--- config.mk ---
export PLATFORM = sky130hd
export DESIGN_NAME = uhz_ctrl
export DESIGN_NICKNAME = d
export VERILOG_FILES = /design/src/rtl/uhz_pkg.sv /design/src/rtl/uhz_fetch.sv /design/src/rtl/uhz_slots.sv /design/src/rtl/uhz_perf.sv /design/src/rtl/uhz_ctrl.sv
export SDC_FILE = /design/constraint.sdc
export NUM_CORES = 1
export LEC_CHECK = 0
export CAP_MARGIN = 20
export CORE_MARGIN = 2
export CORE_UTILIZATION = 49
export DETAILED_ROUTE_END_ITERATION = 7
export PLACE_DENSITY = 0.8
export SLEW_MARGIN = 20
export SYNTH_ARGS = -nofsm -noshare
export SYNTH_HDL_FRONTEND = slang
export SYNTH_SLANG_ARGS = --single-unit
--- constraint.sdc ---
create_clock -name clk -period 2.6 [get_ports clk]
set_input_delay 0.39 -clock clk [delete_from_list [all_inputs] [get_ports clk]]
set_output_delay 0.39 -clock clk [all_outputs]
set_load 0.005 [all_outputs]
--- src/rtl/uhz_pkg.sv ---
package uhz_pkg;

    localparam int NSTAGE = 5;

    typedef enum logic [2:0] {
        ST_IF  = 3'd0,
        ST_ID  = 3'd1,
        ST_EX  = 3'd2,
        ST_MEM = 3'd3,
        ST_WB  = 3'd4
    } stage_e;

    typedef struct packed {
        logic wb;
        logic mem;
        logic ex;
        logic id;
        logic fe;
    } occ_t;

    function automatic logic port_to_data(input logic mem_valid, input logic mem_ref);
        return mem_valid & mem_ref;
    endfunction

endpackage

--- src/rtl/uhz_fetch.sv ---
module uhz_fetch #(
    parameter int AW   = 32,
    parameter int STEP = 4
) (
    input  logic          clk,
    input  logic          rst,
    input  logic          hold,
    output logic          fetch_en,
    output logic [AW-1:0] pc
);
    localparam logic [AW-1:0] INC = AW'(STEP);

    logic [AW-1:0] pc_q;

    assign fetch_en = !rst && !hold;
    assign pc       = pc_q;

    always_ff @(posedge clk) begin
        if (rst)
            pc_q <= '0;
        else if (fetch_en)
            pc_q <= pc_q + INC;
    end

    AST_PC_STEP: assert property (@(posedge clk) disable iff (rst)
        fetch_en |=> (pc == $past(pc) + INC));

    AST_PC_FROZEN: assert property (@(posedge clk) disable iff (rst)
        hold |=> $stable(pc));

endmodule

--- src/rtl/uhz_slots.sv ---
module uhz_slots #(
    parameter int DEPTH = 4
) (
    input  logic             clk,
    input  logic             rst,
    input  logic             enter,
    input  logic             dec_mem,
    output logic [DEPTH-1:0] valid,
    output logic             mem_busy
);
    localparam int MEM_IX = DEPTH - 2;
    localparam int NREF   = MEM_IX;

    logic [DEPTH-1:0] v_q;
    logic [NREF-1:0]  m_q;

    always_ff @(posedge clk) begin
        if (rst)
            v_q[0] <= 1'b0;
        else
            v_q[0] <= enter;
    end

    genvar i;
    generate
        for (i = 1; i < DEPTH; i++) begin : g_v
            always_ff @(posedge clk) begin
                if (rst)
                    v_q[i] <= 1'b0;
                else
                    v_q[i] <= v_q[i-1];
            end
        end

        for (i = 0; i < NREF; i++) begin : g_m
            if (i == 0) begin : g_head
                always_ff @(posedge clk) begin
                    if (rst)
                        m_q[i] <= 1'b0;
                    else
                        m_q[i] <= v_q[0] & dec_mem;
                end
            end else begin : g_tail
                always_ff @(posedge clk) begin
                    if (rst)
                        m_q[i] <= 1'b0;
                    else
                        m_q[i] <= m_q[i-1];
                end
            end
        end
    endgenerate

    assign valid    = v_q;
    assign mem_busy = uhz_pkg::port_to_data(v_q[MEM_IX], m_q[NREF-1]);

    AST_EMPTY_NO_REF: assert property (@(posedge clk) disable iff (rst)
        !v_q[0] |=> !m_q[0]);

    generate
        for (i = 1; i < DEPTH; i++) begin : g_chk
            AST_BUBBLE_MOVES: assert property (@(posedge clk) disable iff (rst)
                !v_q[i-1] |=> !v_q[i]);
        end
    endgenerate

endmodule

--- src/rtl/uhz_perf.sv ---
module uhz_perf #(
    parameter int CW = 16
) (
    input  logic          clk,
    input  logic          rst,
    input  logic          stall,
    output logic [CW-1:0] cyc_cnt,
    output logic [CW-1:0] stall_cnt
);
    logic [CW-1:0] cyc_q, stl_q;

    always_ff @(posedge clk) begin
        if (rst) begin
            cyc_q <= '0;
            stl_q <= '0;
        end else begin
            cyc_q <= cyc_q + 1'b1;
            if (stall)
                stl_q <= stl_q + 1'b1;
        end
    end

    assign cyc_cnt   = cyc_q;
    assign stall_cnt = stl_q;

    AST_STALL_LE_CYC: assert property (@(posedge clk) disable iff (rst)
        stl_q <= cyc_q);

endmodule

--- src/rtl/uhz_ctrl.sv ---
module uhz_ctrl #(
    parameter int AW   = 32,
    parameter int CW   = 16,
    parameter int STEP = 4
) (
    input  logic          clk,
    input  logic          rst,
    input  logic          dec_mem,
    output logic          mem_req,
    output logic          mem_sel_data,
    output logic          fetch_en,
    output logic          pc_hold,
    output logic          bubble_ins,
    output logic [4:0]    occ,
    output logic [AW-1:0] pc,
    output logic [CW-1:0] cyc_cnt,
    output logic [CW-1:0] stall_cnt
);
    import uhz_pkg::*;

    localparam int DEPTH = NSTAGE - 1;

    logic             data_wins;
    logic             fe;
    logic [DEPTH-1:0] later_v;
    occ_t             occ_s;

    uhz_fetch #(.AW(AW), .STEP(STEP)) u_fetch (
        .clk      (clk),
        .rst      (rst),
        .hold     (data_wins),
        .fetch_en (fe),
        .pc       (pc)
    );

    uhz_slots #(.DEPTH(DEPTH)) u_slots (
        .clk      (clk),
        .rst      (rst),
        .enter    (fe),
        .dec_mem  (dec_mem),
        .valid    (later_v),
        .mem_busy (data_wins)
    );

    uhz_perf #(.CW(CW)) u_perf (
        .clk       (clk),
        .rst       (rst),
        .stall     (data_wins),
        .cyc_cnt   (cyc_cnt),
        .stall_cnt (stall_cnt)
    );

    always_comb begin
        occ_s.fe  = fe;
        occ_s.id  = later_v[ST_ID  - 1];
        occ_s.ex  = later_v[ST_EX  - 1];
        occ_s.mem = later_v[ST_MEM - 1];
        occ_s.wb  = later_v[ST_WB  - 1];
    end

    assign occ          = occ_s;
    assign fetch_en     = fe;
    assign mem_sel_data = data_wins;
    assign pc_hold      = data_wins;
    assign bubble_ins   = data_wins;
    assign mem_req      = fe | data_wins;

    AST_DATA_OWNS_PORT: assert property (@(posedge clk) disable iff (rst)
        mem_sel_data |-> !fetch_en);

    AST_PORT_ALWAYS_USED: assert property (@(posedge clk) disable iff (rst)
        mem_req);

    AST_BUBBLE_IN_ID: assert property (@(posedge clk) disable iff (rst)
        bubble_ins |=> !occ[1]);

    AST_ONE_SLOT_LOST: assert property (@(posedge clk) disable iff (rst)
        mem_sel_data |=> (pc == $past(pc)));

endmodule

# [Word-level counts from Yosys, hierarchy flattened]
# Index checks and enable logic that the tools add are counted.
[totals] in_bits=3 regBits=70 word_cells=18
[classes] n_bitwise=3 add_sub_neg=3 reduce_logical=3
[op_table] cell="$add A16 B1 Y16 const B" n=2
[op_table] cell="$add A32 B3 Y32 const B" n=1
[op_table] cell="$and A1 B1 Y1" n=2
[op_table] cell="$logic_not A1 Y1" n=2
[op_table] cell="$logic_and A1 B1 Y1" n=1
[op_table] cell="$or A1 B1 Y1" n=1

# [Longest topological paths before layout]
[depth] depth_word=4 ltp_mapped=6 mapped_depth_nobuf=5

# [Modules after synthesis]
# Synthesis repeated with hierarchy kept, for this count alone.
[hier_totals] hier_cells=336 hier_area_um2=3136.8
[by_module_without_submodules] module="uhz_fetch" n_inst=1 seq_area_each_um2=600.6 area_each_um2=1485.2 cells_each=162
[by_module_without_submodules] module="uhz_perf" n_inst=1 seq_area_each_um2=640.6 area_each_um2=1442.6 cells_each=157
[by_module_without_submodules] module="uhz_slots" n_inst=1 seq_area_each_um2=120.1 area_each_um2=180.2 cells_each=13
[by_module_without_submodules] module="uhz_ctrl" n_inst=1 seq_area_each_um2=0.0 area_each_um2=28.8 cells_each=4

# [Worst setup path before layout]
# OpenSTA, ideal clock, no wires.
[synth_timing] kind="input port to flip-flop" startpoint="in rst" endpoint="reg u_fetch.pc_q[26], in the netlist u_fetch.pc[26]" arrival_ns=1.830 path_buffers=1 setup_slack_ns=0.700 cell_stages=5 setup_time_ns=0.070 cell_sequence="a21o_1 > or4_1 > buf_2 > or4_1 > a21oi_1"
[synth_between] elab_chain_len=2
[synth_rtl] item="start: declaration" line="uhz_ctrl.sv:7" text="input logic rst,"
[synth_rtl] item="$logic_not A1 Y1" line="uhz_fetch.sv:15" text="assign fetch_en = !rst && !hold;"
[synth_rtl] item="$logic_and A1 B1 Y1" line="uhz_fetch.sv:15"
[synth_rtl] item="end signal: assignment" line="uhz_fetch.sv:22" text="pc_q <= pc_q + INC;"
[synth_rtl] item="end: declaration" line="uhz_fetch.sv:13" text="logic [AW-1:0] pc_q;"
# Several ways; a longest one is shown, not always the timed one.
# A chain may end at the register's enable or synchronous reset.

# [Worst setup path in the final report]
[layout_timing] startpoint="reg u_slots.v_q[2], in the netlist u_slots.valid[2]" endpoint="out mem_sel_data"
[layout_between] elab_chain_len=1
[layout_rtl] item="start: declaration" line="uhz_slots.sv:14" text="logic [DEPTH-1:0] v_q;"
[layout_rtl] item="start signal: indexed assignment" line="uhz_slots.sv:31" text="v_q[i] <= v_q[i-1];"
[layout_rtl] item="$and A1 B1 Y1" line="uhz_pkg.sv:22" text="return mem_valid & mem_ref;"
[layout_rtl] item="end: declaration" line="uhz_ctrl.sv:10" text="output logic mem_sel_data,"
# No other way between the ends.

==> impl_metrics.env <==
export IMPL_status="complete, no violations"
export IMPL_crit_type="reg2out"
export IMPL_utilization_pct=66.67
export IMPL_most_common_layout_cells="clkdlybuf4s50_1 (73), dfxtp_1 (68), nor2_1 (32)"
export IMPL_min_period_ps=2197
export IMPL_hp_start="u_slots.m_q[0]"
export IMPL_layout_commonest_cell="clkdlybuf4s50_1"
export IMPL_ys_async_sr_fraction_pct=0
export IMPL_yosysUniqueCellTypes=34
export IMPL_fin_ws_ps=402.7
export IMPL_coreArea_mm2=0.005921
export IMPL_diodes=0
export IMPL_syn_avg_cell_area_um2=8.740
export IMPL_cp_required_ps=2210
export IMPL_drt_wirelength_per_cell_um=13.88
export IMPL_pre_cts_ws_ps=446.9
export IMPL_fin_nets=417
export IMPL_crit_path_start_kind="flip-flop"
export IMPL_synth_area_mm2=0.003015
export IMPL_synth_edff_count=0
export IMPL_die_w_um=82.45
export IMPL_cts_buffers=9
export IMPL_gr_total_overflow=0
export IMPL_rr_worst_depth=4
export IMPL_final_max_slew_viol_count=0
export IMPL_clockBufferDepth=2
export IMPL_holdWs_ps=451.3
export IMPL_path_clk_slew_ps=80
export IMPL_io_buffers=74
export IMPL_rsz0062_at_grt="false"
export IMPL_ctsHtreeMaxLevel=3
export IMPL_setup_tns_ps=0
export IMPL_ctsRootBufferMaster="clkbuf_8"
export IMPL_drt_wl_total_mm=6.813
export IMPL_worstReg2RegStart="u_slots.valid[2]"
export IMPL_avgViaCountPerCell=5.589
export IMPL_min_to="u_slots.m_q[1]"
export IMPL_maxCapViolations=0
export IMPL_hp_class="reg2reg"
export IMPL_p_leak_nw=1.265
export IMPL_clk_latency_ps=350
export IMPL_drive_gt1_share_pct=5.288
export IMPL_clock_skew_final_ps=6.190
export IMPL_ys_seq_area_share_pct=45.15
export IMPL_setup_viol=0
export IMPL_yosys_register_bits=68
export IMPL_clock_sinks=68
export IMPL_area_delta_synth_final_pct=30.91
export IMPL_hold_violations=0
export IMPL_peakVddDrop_mv=0.3648
export IMPL_grt_max_degree=68
export IMPL_num_rows=28
export IMPL_synth_cells=345
export IMPL_holdPathStages=1
export IMPL_ys_warn_count=0
export IMPL_grt_first_pass_wirelength_mm=11.46
export IMPL_place_congestion=0.7698
export IMPL_drc=0
export IMPL_ios=77
export IMPL_cts_resized=0
export IMPL_fmax_mhz=455.1
export IMPL_grt_total_usage_pct=21.92
export IMPL_worst_setup_path_end_kind="output pin"
export IMPL_tightest_slew_ps=680.4
export IMPL_rr_endpoint="u_fetch.pc[28]"
export IMPL_synth_ff_type="dfxtp_1"
export IMPL_drtIter0Drc=183
export IMPL_dieHeight_um=82.45
export IMPL_grt_pass1_vias=2536
export IMPL_dieArea_mm2=0.006797
export IMPL_worst_ep_arrival_time_ps=1810
export IMPL_start_util_pct=50.93
export IMPL_r2r_setup_slack_ps=540
export IMPL_powerDensity_mw_per_mm2=508.9
export IMPL_fillers=478
export IMPL_via_count=2744
export IMPL_first_pass_iters=4
export IMPL_slew_headroom_pct=54.64
export IMPL_power_mw=2.009
export IMPL_cts_hold_buffers=0
export IMPL_fin_crit_sh_pct=84.51
export IMPL_worstPathMaxFanout=10
export IMPL_ant_nets=0
export IMPL_cts_setup_buffers=0
export IMPL_dpl_hpwl_mm=4.681
export IMPL_grt_antenna_before_repair=0
export IMPL_cts_tree="built"
-- worst max-delay path, cell delays in order (launching register included) --
cell	delay, ps
dfxtp_1	370
nand2_1	250
clkinv_1	310
clkdlybuf4s50_1	530
-- report_power, final --
| group | switching (mW) | internal, mW |
|---|---|---|
| Sequential | 0.0133 | 1.05 |
| Clock | 0.425 | 0.445 |
| Combinational | 0.0355 | 0.0370 |
| Total | 0.474 | 1.53 |
-- final cells by class --
class	instances	area, µm²	share of cell area [%]
clock buffer	9	123.9	3.138
inverter	8	30.03	0.7607
multi-input combinational	249	1520	38.51
sequential	68	1361	34.49
tap	75	93.84	2.377
timing repair buffer	75	743.2	18.83
clock inverter	7	75.07	1.902
-- per-layer routing --
layer,vias up,part of all wire (%),track usage (%)
li1,1380,-,-
met1,1283,46,29.01
met2,71,47,33.06
met3,10,4.9,4.457
met4,0,1.8,12.67
met5,-,0,0
-- cells by family after synthesis --
logic type               count (synthesis)  share of synthesized area [%]
XOR/XNOR                                31                          9.004
AO/OA/AOI/OAI                           59                          11.87
adder cells (fa/ha/maj)                  3                          1.245
other                                    1                         0.1244
buffers and inverters                   29                          4.564
flip-flops                              68                          45.15
AND/OR/NAND/NOR                        154                          28.05
-- how the worst max path moves through the flow --
stage	startpoint	to	slack [ps]	depth (start not counted)
floorplan	rst	u_fetch.pc[26]	700	5
global placement	rst	u_fetch.pc[31]	480	5
detailed placement	rst	u_fetch.pc[28]	450	5
CTS	u_slots.valid[2]	mem_sel_data	340	3
global route	u_slots.valid[2]	pc_hold	220	3
finish	u_slots.valid[2]	mem_sel_data	400	3
-- sequential cells by signal, indices dropped and copies added (netlist names) --
signal            flops
u_slots.m_q           2
u_perf.stall_cnt     16
u_fetch.pc           30
u_perf.cyc_cnt       16
u_slots.valid         4
-- per-stage QoR --
| stage | area (µm²) | std cells |
|---|---|---|
| floorplan | 3019 | 346 |
| global placement | 3749 | 475 |
| detailed placement | 3749 | 475 |
| CTS | 3948 | 491 |
| global route | 3948 | 491 |
| finish | 3948 | 491 |
-- cell usage after synthesis (7+ instances only) --
master | n | share of area [%]
dfxtp_1 | 68 | 45
xnor2_1 | 13 | 3.8
clkbuf_1 | 12 | 1.5
nand4_1 | 16 | 3.3
nor2_1 | 32 | 4.0
nand2_1 | 27 | 3.4
or3_1 | 7 | 1.5
o31ai_1 | 21 | 5.2
or4_1 | 22 | 5.5
inv_1 | 7 | 0.87
xor2_1 | 18 | 5.2
a21oi_1 | 29 | 4.8
nand3_1 | 17 | 2.8
Note: power is estimated with default switching activity, not from simulation.
